$ cat config.mk
export PLATFORM = sky130hd
export DESIGN_NAME = fsf_sym2_fir
export DESIGN_NICKNAME = d
export VERILOG_FILES = /design/src/rtl/fsf_pkg.sv /design/src/rtl/fsf_fold_branch.sv /design/src/rtl/fsf_plain_branch.sv /design/src/rtl/fsf_recombine.sv /design/src/rtl/fsf_sym2_fir.sv
export SDC_FILE = /design/constraint.sdc
export NUM_CORES = 2
export LEC_CHECK = 0
export BUFFER_PORTS_ARGS = -buffer_cell sky130_fd_sc_hd__buf_2
export CAP_MARGIN = 20
export CELL_PAD_IN_SITES_DETAIL_PLACEMENT = 1
export CELL_PAD_IN_SITES_GLOBAL_PLACEMENT = 1
export CORE_UTILIZATION = 42
export CTS_CLUSTER_SIZE = 30
export DETAILED_ROUTE_END_ITERATION = 6
export GPL_TIMING_DRIVEN = 0
export HOLD_SLACK_MARGIN = 0.03
export PLACE_DENSITY = 0.7
export REMOVE_ABC_BUFFERS = 1
export SETUP_SLACK_MARGIN = 0.5
export SLEW_MARGIN = 20
export SYNTH_ARGS = -nofsm -noshare
export SYNTH_HDL_FRONTEND = slang
export SYNTH_SLANG_ARGS = --single-unit
$ cat constraint.sdc
create_clock -name clk -period 13.5 [get_ports clk]
set_input_delay 0.675 -clock clk [delete_from_list [all_inputs] [get_ports clk]]
set_output_delay 0.675 -clock clk [all_outputs]
set_load 0.02 [all_outputs]
$ cat src/rtl/fsf_pkg.sv
package fsf_pkg;

   // Folding flavour of a mirror-structured sub-filter
   typedef enum logic [0:0] {
      FOLD_SUM  = 1'b0,   // coefficients mirror equal: pre-add
      FOLD_DIFF = 1'b1    // coefficients mirror negated: pre-subtract
   } fold_e;

   // Number of multipliers a folded branch needs
   function automatic int fold_mults(input int m, input fold_e mode);
      return (m / 2) + (((m % 2) == 1 && mode == FOLD_SUM) ? 1 : 0);
   endfunction

endpackage

$ cat src/rtl/fsf_fold_branch.sv
module fsf_fold_branch
   import fsf_pkg::*;
#(
   parameter int              M    = 5,
   parameter int              IW   = 17,
   parameter int              KW   = 13,
   parameter int              AW   = 36,
   parameter fold_e           MODE = FOLD_SUM,
   parameter logic [M*KW-1:0] KVEC = '0
) (
   input  logic                 clk,
   input  logic                 rst_n,
   input  logic                 en,
   input  logic signed [IW-1:0] din,
   output logic signed [AW-1:0] acc
);

   localparam int NPAIR = M / 2;
   localparam int NPROD = fold_mults(M, MODE);
   localparam int PW    = IW + 1;

   if (M < 2) begin : g_len_bad
      $error("fsf_fold_branch: M must be at least 2");
   end

   logic signed [IW-1:0] line_q [M-1];
   logic signed [IW-1:0] tap    [M];
   logic signed [AW-1:0] prod   [NPROD];
   logic signed [AW-1:0] total;

   assign tap[0] = din;
   for (genvar k = 1; k < M; k++) begin : g_tap
      assign tap[k] = line_q[k-1];
   end

   always_ff @(posedge clk or negedge rst_n) begin
      if (!rst_n) begin
         for (int k = 0; k < M-1; k++) line_q[k] <= '0;
      end else if (en) begin
         line_q[0] <= din;
         for (int k = 1; k < M-1; k++) line_q[k] <= line_q[k-1];
      end
   end

   for (genvar p = 0; p < NPAIR; p++) begin : g_pair
      localparam logic signed [KW-1:0] KP = KVEC[p*KW +: KW];
      localparam logic signed [KW-1:0] KM = KVEC[(M-1-p)*KW +: KW];
      logic signed [PW-1:0] pre;
      if (MODE == FOLD_SUM) begin : g_sum
         if (KP != KM) begin : g_bad
            $error("fsf_fold_branch: sum branch coefficients not mirror equal");
         end
         assign pre = PW'(tap[p]) + PW'(tap[M-1-p]);
      end else begin : g_dif
         if ((int'(KP) + int'(KM)) != 0) begin : g_bad
            $error("fsf_fold_branch: difference branch coefficients not mirror negated");
         end
         assign pre = PW'(tap[p]) - PW'(tap[M-1-p]);
      end
      assign prod[p] = AW'(pre) * AW'(KP);
   end

   if ((M % 2) == 1) begin : g_odd_len
      localparam logic signed [KW-1:0] KC = KVEC[(M/2)*KW +: KW];
      if (MODE == FOLD_SUM) begin : g_mid
         assign prod[NPAIR] = AW'(tap[M/2]) * AW'(KC);
      end else begin : g_midz
         if (KC != '0) begin : g_bad
            $error("fsf_fold_branch: centre tap of difference branch must be zero");
         end
      end
   end

   always_comb begin
      total = '0;
      for (int p = 0; p < NPROD; p++) total = total + prod[p];
   end

   always_ff @(posedge clk or negedge rst_n) begin
      if (!rst_n)  acc <= '0;
      else if (en) acc <= total;
   end

endmodule

$ cat src/rtl/fsf_plain_branch.sv
module fsf_plain_branch #(
   parameter int              M    = 5,
   parameter int              IW   = 16,
   parameter int              KW   = 13,
   parameter int              AW   = 36,
   parameter logic [M*KW-1:0] KVEC = '0
) (
   input  logic                 clk,
   input  logic                 rst_n,
   input  logic                 en,
   input  logic signed [IW-1:0] din,
   output logic signed [AW-1:0] acc
);

   if (M < 2) begin : g_len_bad
      $error("fsf_plain_branch: M must be at least 2");
   end

   logic signed [IW-1:0] line_q [M-1];
   logic signed [IW-1:0] tap    [M];
   logic signed [AW-1:0] prod   [M];
   logic signed [AW-1:0] total;

   assign tap[0] = din;
   for (genvar k = 1; k < M; k++) begin : g_tap
      assign tap[k] = line_q[k-1];
   end

   always_ff @(posedge clk or negedge rst_n) begin
      if (!rst_n) begin
         for (int k = 0; k < M-1; k++) line_q[k] <= '0;
      end else if (en) begin
         line_q[0] <= din;
         for (int k = 1; k < M-1; k++) line_q[k] <= line_q[k-1];
      end
   end

   for (genvar k = 0; k < M; k++) begin : g_mul
      localparam logic signed [KW-1:0] KK = KVEC[k*KW +: KW];
      assign prod[k] = AW'(tap[k]) * AW'(KK);
   end

   always_comb begin
      total = '0;
      for (int k = 0; k < M; k++) total = total + prod[k];
   end

   always_ff @(posedge clk or negedge rst_n) begin
      if (!rst_n)  acc <= '0;
      else if (en) acc <= total;
   end

endmodule

$ cat src/rtl/fsf_recombine.sv
module fsf_recombine #(
   parameter int AW = 36,
   parameter int OW = 32
) (
   input  logic                 clk,
   input  logic                 rst_n,
   input  logic                 en,
   input  logic signed [AW-1:0] a_sum,
   input  logic signed [AW-1:0] b_dif,
   input  logic signed [AW-1:0] c_odd,
   output logic                 out_valid,
   output logic signed [OW-1:0] y0,
   output logic signed [OW-1:0] y1
);

   if (OW > AW) begin : g_w_bad
      $error("fsf_recombine: OW exceeds internal width");
   end

   logic signed [AW-1:0] c_prev;
   logic signed [AW-1:0] ab_plus, ab_minus;
   logic signed [AW-1:0] y0_w, y1_w;

   // Both brackets share parity, so the shift drops no information
   always_comb begin
      ab_plus  = a_sum + b_dif;
      ab_minus = a_sum - b_dif;
      y1_w     = ab_minus >>> 1;
      y0_w     = (ab_plus >>> 1) - c_odd + c_prev;
   end

   always_ff @(posedge clk or negedge rst_n) begin
      if (!rst_n) begin
         out_valid <= 1'b0;
         y0        <= '0;
         y1        <= '0;
         c_prev    <= '0;
      end else begin
         out_valid <= en;
         if (en) begin
            y0     <= y0_w[OW-1:0];
            y1     <= y1_w[OW-1:0];
            c_prev <= c_odd;
         end
      end
   end

endmodule

$ cat src/rtl/fsf_sym2_fir.sv
module fsf_sym2_fir
   import fsf_pkg::*;
#(
   parameter int                  DW       = 16,
   parameter int                  CW       = 12,
   parameter int                  NTAPS    = 10,
   parameter logic [NTAPS*CW-1:0] COEF_VEC = {12'h002, 12'hFF9, 12'hFED, 12'h036, 12'h0A1,
                                              12'h0A1, 12'h036, 12'hFED, 12'hFF9, 12'h002},
   parameter int                  OW       = DW + CW + $clog2(NTAPS)
) (
   input  logic                 clk,
   input  logic                 rst_n,
   input  logic                 in_valid,
   input  logic signed [DW-1:0] x0,
   input  logic signed [DW-1:0] x1,
   output logic                 out_valid,
   output logic signed [OW-1:0] y0,
   output logic signed [OW-1:0] y1
);

   localparam int M  = NTAPS / 2;
   localparam int KW = CW + 1;
   localparam int AW = OW + 4;

   function automatic logic signed [CW-1:0] coef(input int i);
      return COEF_VEC[i*CW +: CW];
   endfunction

   // sel: 0 = phase sum, 1 = phase difference, 2 = odd phase alone
   function automatic logic [M*KW-1:0] sub_vec(input int sel);
      logic [M*KW-1:0]        v;
      logic signed [KW-1:0]   he, ho, e;
      v = '0;
      for (int k = 0; k < M; k++) begin
         he = KW'(coef(2*k));
         ho = KW'(coef(2*k+1));
         case (sel)
            0:       e = he + ho;
            1:       e = he - ho;
            default: e = ho;
         endcase
         v[k*KW +: KW] = e;
      end
      return v;
   endfunction

   localparam logic [M*KW-1:0] K_SUM = sub_vec(0);
   localparam logic [M*KW-1:0] K_DIF = sub_vec(1);
   localparam logic [M*KW-1:0] K_ODD = sub_vec(2);

   if ((NTAPS % 2) != 0 || NTAPS < 4) begin : g_len_bad
      $error("fsf_sym2_fir: NTAPS must be even and at least 4");
   end
   for (genvar i = 0; i < NTAPS/2; i++) begin : g_sym
      if (coef(i) != coef(NTAPS-1-i)) begin : g_bad
         $error("fsf_sym2_fir: coefficient set is not even-symmetric");
      end
   end
   if (OW < DW + CW + $clog2(NTAPS) - 1) begin : g_ow_bad
      $error("fsf_sym2_fir: OW too narrow for exact results");
   end

   // Pre-processing: sum and difference of the two phases
   logic signed [DW:0] s_in, d_in;
   assign s_in = (DW+1)'(x0) + (DW+1)'(x1);
   assign d_in = (DW+1)'(x0) - (DW+1)'(x1);

   logic signed [AW-1:0] a_sum, b_dif, c_odd;
   logic                 stage1_v;

   fsf_fold_branch #(
      .M(M), .IW(DW+1), .KW(KW), .AW(AW), .MODE(FOLD_SUM), .KVEC(K_SUM)
   ) i_sum_branch (
      .clk(clk), .rst_n(rst_n), .en(in_valid), .din(s_in), .acc(a_sum)
   );

   fsf_fold_branch #(
      .M(M), .IW(DW+1), .KW(KW), .AW(AW), .MODE(FOLD_DIFF), .KVEC(K_DIF)
   ) i_dif_branch (
      .clk(clk), .rst_n(rst_n), .en(in_valid), .din(d_in), .acc(b_dif)
   );

   fsf_plain_branch #(
      .M(M), .IW(DW), .KW(KW), .AW(AW), .KVEC(K_ODD)
   ) i_odd_branch (
      .clk(clk), .rst_n(rst_n), .en(in_valid), .din(x1), .acc(c_odd)
   );

   always_ff @(posedge clk or negedge rst_n) begin
      if (!rst_n) stage1_v <= 1'b0;
      else        stage1_v <= in_valid;
   end

   fsf_recombine #(
      .AW(AW), .OW(OW)
   ) i_recombine (
      .clk(clk), .rst_n(rst_n), .en(stage1_v),
      .a_sum(a_sum), .b_dif(b_dif), .c_odd(c_odd),
      .out_valid(out_valid), .y0(y0), .y1(y1)
   );

endmodule

-- Word-level counts from Yosys, hierarchy flattened
Cells that the tools add are included.
Widths: inputs -> output; s select.
- $add $sub $neg: 17
- multipliers: 9
- operators with widths (cell ; count):
    $mul 16x6->22 const B ; 2
    $add 17x17->18 ; 2
    $sub 17x17->18 ; 2
    $add 33x27->33 ; 1
    $add 33x33->33 ; 1
    $sub 33x33->33 ; 1
    $add 32x17->32 ; 1
    $add 32x22->32 ; 1
    $add 32x25->32 ; 1
    $add 32x32->32 ; 1
    $sub 32x32->32 ; 1
    $add 23x26->27 ; 1
    $add 22x25->26 ; 1
    $mul 17x9->26 const B ; 1
    $mul 18x8->26 const B ; 1
    $mul 16x9->25 const B ; 1
    $mul 18x7->25 const B ; 1
    $add 20x23->24 ; 1
    $mul 18x5->23 const B ; 1
    $mul 18x4->22 const B ; 1
    $mul 16x4->20 const B ; 1
    $add 16x16->17 ; 1
    $sub 16x16->17 ; 1
- register bits after elaboration: 396
- input bits: 35
- output and inout port bits: 65

-- Depth between registers and ports, before layout
- depth after elaboration: 5
- mapped depth: 45
- mapped depth without buffers: 45

-- Cells and area by module
A second synthesis with hierarchy kept.
- cells, all modules: 4912
- area, all modules: 46778.6 um^2
- modules (own cells, without submodules) (module ; times used ; cells an instance ; area each (um^2) ; seq. area each (um^2)):
    fsf_plain_branch ; 1 ; 1330 ; 13090.1 ; 2302.2
    fsf_fold_branch (i_sum_branch) ; 1 ; 1082 ; 11433.5 ; 2402.3
    fsf_fold_branch (i_dif_branch) ; 1 ; 1126 ; 10918.0 ; 2377.3
    fsf_recombine ; 1 ; 1124 ; 9562.9 ; 2427.3
    fsf_sym2_fir ; 1 ; 250 ; 1774.2 ; 25.0

-- Worst setup path before layout
OpenSTA, ideal clock, no wires.
- path kind: register to register
- start: reg i_odd_branch.line_q[50] (netlist name)
- end: reg i_odd_branch.acc[26]
- library setup time: 0.140 ns
- arrival time: 9.524 ns
- data required time: 13.360 ns
- path slack: 3.836 ns
- cell stages (with the launch flop): 44
- period minus slack after synthesis: 9.664 ns
- cell sequence: dfrtp_1 > ha_1 > inv_1 > fa_1 > fa_1 > inv_1 > ha_1 > a21o_1 > a21oi_1 > o21bai_1 > a31o_1 > a41o_1 > or2_2 > xor2_1 > ha_1 > ha_1 > inv_1 > fa_1 > [8 not listed] > ha_1 > inv_1 > fa_1 > inv_1 > fa_1 > inv_1 > fa_1 > fa_1 > inv_1 > ha_1 > a21o_1 > a21o_1 > a21oi_1 > nor2b_1 > o21ai_0 > a31oi_1 > xnor2_1 > mux2i_1
- word-level cells in the longest chain between the ends: 5
- ends and longest elaborated chain (item ; RTL line ; text):
    start: declaration ; fsf_plain_branch.sv:19 ; logic signed [IW-1:0] line_q [M-1];
    $mul 16x6->22 ; fsf_plain_branch.sv:40 ; assign prod[k] = AW'(tap[k]) * AW'(KK);
    $add 20x23->24 ; fsf_plain_branch.sv:45 ; for (int k = 0; k < M; k++) total = total + prod[k];
    $add 32x25->32 ; fsf_plain_branch.sv:45 ;
    $add 32x22->32 ; fsf_plain_branch.sv:45 ;
    $add 32x17->32 ; fsf_plain_branch.sv:45 ;
    end signal: assignment ; fsf_plain_branch.sv:50 ; else if (en) acc <= total;
    end: declaration ; fsf_plain_branch.sv:12 ; output logic signed [AW-1:0] acc
No other way between the ends.
A chain may end at the register's enable or synchronous reset.

-- Worst setup path after layout
- start: reg i_odd_branch.line_q[49] (netlist name)
- end: reg i_odd_branch.acc[28]
The elaborated chain is that of the path after synthesis.

==> flow_summary.json <==
{
  "status": "completed",
  "place.gp.congestion": 0.866,
  "cts-htree-levels": 2,
  "synth-edff-count": 0,
  "min_path_cells": 2,
  "tritoncts": "yes",
  "postCtsResizedCells": 0,
  "first_global_vias": 36400,
  "layout_min_cycle_time_ns": 11.08,
  "fill_cells": 12300,
  "arrival_ns": 11.57,
  "grt_max_degree": 105,
  "first_iter_violations": 1097,
  "antenna_found_initial": 7,
  "async_flop_share_pct": 100,
  "fin_util_pct": 46.2,
  "seq_area_um2": 9660,
  "place_hpwl_um": 101000,
  "root_buffer": "clkbuf_16",
  "layout_common_cells": "inv_1, ha_1, fa_1",
  "endpoint_kind": "flip-flop",
  "yosys.cell_types.count": 83,
  "syn2layout_area_growth_pct": 8.59,
  "synth_seq_cells": 386,
  "vias": 33000,
  "tns_ns": 0,
  "dieArea_um2": 110000,
  "place_inst": 6240,
  "crit_end": "i_odd_branch.acc[28]$_DFFE_PN0P_",
  "finalCritPeriodShare_pct": 82.1,
  "ff2ff_path_depth": 40,
  "layout-drive-gt1-share_pct": 8.93,
  "r2r_end": "i_odd_branch.acc[28]$_DFFE_PN0P_",
  "io_pins": 100,
  "worst_ep_required_time_ns": 13.99,
  "final_max_slew_viol_count": 0,
  "ys_seq_area_share_pct": 21.1,
  "ant_nets": 0,
  "ff2ff_setup_slack_ns": 2.42,
  "skew_ns": 0.0360,
  "finalNetCount": 6075,
  "syn_inst": 4819,
  "max_slew_margin_pct": 30.8,
  "rsz0062_at_grt": "no",
  "max_freq_mhz": 90.3,
  "viasPerCell": 5.21,
  "startpoint": "i_odd_branch.line_q[49]$_DFFE_PN0P_",
  "cts_made_buffers": 51,
  "multi_input_area_um2": 31900,
  "grt_pass1_wl_um": 194000,
  "die_y_um": 332,
  "netlist_area_um2": 45700,
  "worstSkewPairLatency_ns": 0.66,
  "worstReg2RegStart": "i_odd_branch.line_q[49]$_DFFE_PN0P_",
  "layout_commonest_cell": "inv_1",
  "dr.pass1.iters": 4,
  "cp_slowest_stage_delay_ns": 0.56,
  "final_cells": 6333,
  "cp_slowest_cell": "a211oi_1",
  "path_common_cell": "inv_1",
  "wire_per_inst_um": 19.0,
  "cp_max_fo": 6,
  "worst_setup_path_start_kind": "flip-flop",
  "hold_violations": 0,
  "clock_sinks": 386,
  "numPortBuffers": 99,
  "num_rows": 120,
  "min_path_type": "input pin to flip-flop",
  "die_x_um": 332,
  "gr-total-overflow": 0,
  "worstSetupPathType": "flip-flop to flip-flop",
  "drc_errors": 0,
  "start_util_pct": 42.5,
  "tightest_slew_ns": 1.02,
  "drv_cap": 0,
  "ys.warnings.count": 0,
  "clk_path_buf_depth": 3,
  "track_usage_pct": 22.1,
  "core_area_um2": 108000,
  "clk_pin_slew_worst_paths_ns": 0.06,
  "finalSetupViolations": 0,
  "synthFlopType": "dfrtp_1",
  "routed_wl_um": 120000,
  "syn_area_per_cell_um2": 9.48
}
[critical path, delay by kind of cell, from the launching register on]
family | cells | cell delay, ns
xor+xnor | 1 | 0.16
compound gates | 12 | 3.36
simple gates | 5 | 0.75
flops | 1 | 0.44
fa+ha+maj | 14 | 5.79
buf+inv | 8 | 0.41
[state kept, by name (all words and copies together), names as in the netlist]
name and cells:
i_dif_branch.acc 27, i_dif_branch.line_q 66, i_odd_branch.acc 32, i_odd_branch.line_q 64, i_recombine.c_prev 32, i_recombine.out_valid 1
i_recombine.y0 32, i_recombine.y1 32, i_sum_branch.acc 33, i_sum_branch.line_q 66, stage1_v 1
[layout make-up]
| cell class | instances | share of cell area, % |
|---|---|---|
| Antenna cell | 1 | 0.00504 |
| Clock buffer | 71 | 2.91 |
| Clock inverter | 20 | 0.577 |
| Inverter | 995 | 7.53 |
| Multi-Input combinational cell | 3347 | 64.4 |
| Sequential cell | 386 | 19.5 |
| Tap cell | 1403 | 3.54 |
| Timing Repair Buffer | 110 | 1.60 |
[logic make-up after synthesis]
family / count (synthesis) / synth area share (%)
XOR/XNOR: 314 / 6.02
multiplexers: 228 / 5.58
flip-flops: 386 / 21.1
AND/OR/NAND/NOR: 768 / 7.81
AO/OA/AOI/OAI: 888 / 12.4
buffers and inverters: 1086 / 8.96
adder cells (fa/ha/maj): 1149 / 38.1
[synthesized netlist by cell type, types with 6 or more instances]
| library cell | number | area share, % |
|---|---|---|
| clkbuf_1 | 78 | 0.64 |
| o31ai_1 | 23 | 0.38 |
| and2_1 | 12 | 0.16 |
| dfrtp_1 | 386 | 21 |
| a21boi_0 | 13 | 0.21 |
| xnor2_1 | 234 | 4.5 |
| nand2b_1 | 40 | 0.55 |
| o21ai_0 | 207 | 2.3 |
| a2111oi_0 | 7 | 0.13 |
| o21bai_1 | 61 | 1.0 |
| fa_1 | 403 | 18 |
| clkinv_1 | 6 | 0.049 |
| nor2_1 | 228 | 1.9 |
| inv_1 | 986 | 8.1 |
| nor4_1 | 7 | 0.096 |
| a41oi_1 | 10 | 0.19 |
| nor3_1 | 65 | 0.71 |
| or2_2 | 10 | 0.14 |
| a31o_2 | 8 | 0.15 |
| ha_1 | 746 | 20 |
| a311oi_1 | 7 | 0.13 |
| mux2_2 | 214 | 5.3 |
| buf_1 | 6 | 0.049 |
| or3_1 | 35 | 0.48 |
| a21o_1 | 89 | 1.5 |
| nand4_1 | 16 | 0.22 |
| o211ai_1 | 15 | 0.25 |
| xor2_1 | 80 | 1.5 |
| o21a_1 | 38 | 0.62 |
| nand2_1 | 220 | 1.8 |
| a211oi_1 | 28 | 0.46 |
| a21oi_1 | 255 | 2.8 |
| nand3_1 | 54 | 0.59 |
| a31oi_1 | 21 | 0.29 |
| and3_1 | 19 | 0.26 |
| mux2i_1 | 14 | 0.31 |
| o31a_1 | 6 | 0.12 |
| a211o_1 | 10 | 0.19 |
| nor2b_1 | 44 | 0.60 |
| o21ai_1 | 20 | 0.22 |
[worst min path at each step]
stage,start,to
2_1_floorplan,rst_n,i_dif_branch.acc[0]$_DFFE_PN0P_
3_3_place_gp,i_dif_branch.line_q[44]$_DFFE_PN0P_,i_dif_branch.line_q[27]$_DFFE_PN0P_
3_5_place_dp,i_recombine.y0[13]$_DFFE_PN0P_,i_recombine.y0[13]$_DFFE_PN0P_
4_1_cts,x1[1],i_odd_branch.line_q[49]$_DFFE_PN0P_
5_1_grt,x1[1],i_odd_branch.line_q[49]$_DFFE_PN0P_
6_report,x1[1],i_odd_branch.line_q[49]$_DFFE_PN0P_
[metal layers]
metal  wire length, µm  track usage [%]  up-vias
li1                  -                -    16000
met1             54900             28.2    16600
met2             60300             40.3      307
met3              2400             1.92      140
met4              2480             5.12        0
met5                 0                0        -
[timing repair]
| action | in CTS | in global routing |
|---|---|---|
| endpoints found under the hold margin | 55 | 0 |
| endpoints found under the setup margin | 0 | 0 |
| setup buffers | 0 | 0 |
| hold buffers | 1 | 0 |
[metrics by stage]
stage	instance area (µm²)	setup slack, ns	hold WS (ns)
CTS	49600	2.26	0.281
finish	49600	2.42	0.321
detailed placement	47900	2.29	0.472
global placement	47600	1.70	0.455
global route	49600	1.66	0.308
floorplan	45300	3.85	0.379
Power is left out: the tool's default activity adds up to more than one toggle a clock period on the data nets, which glitch-free logic cannot reach.
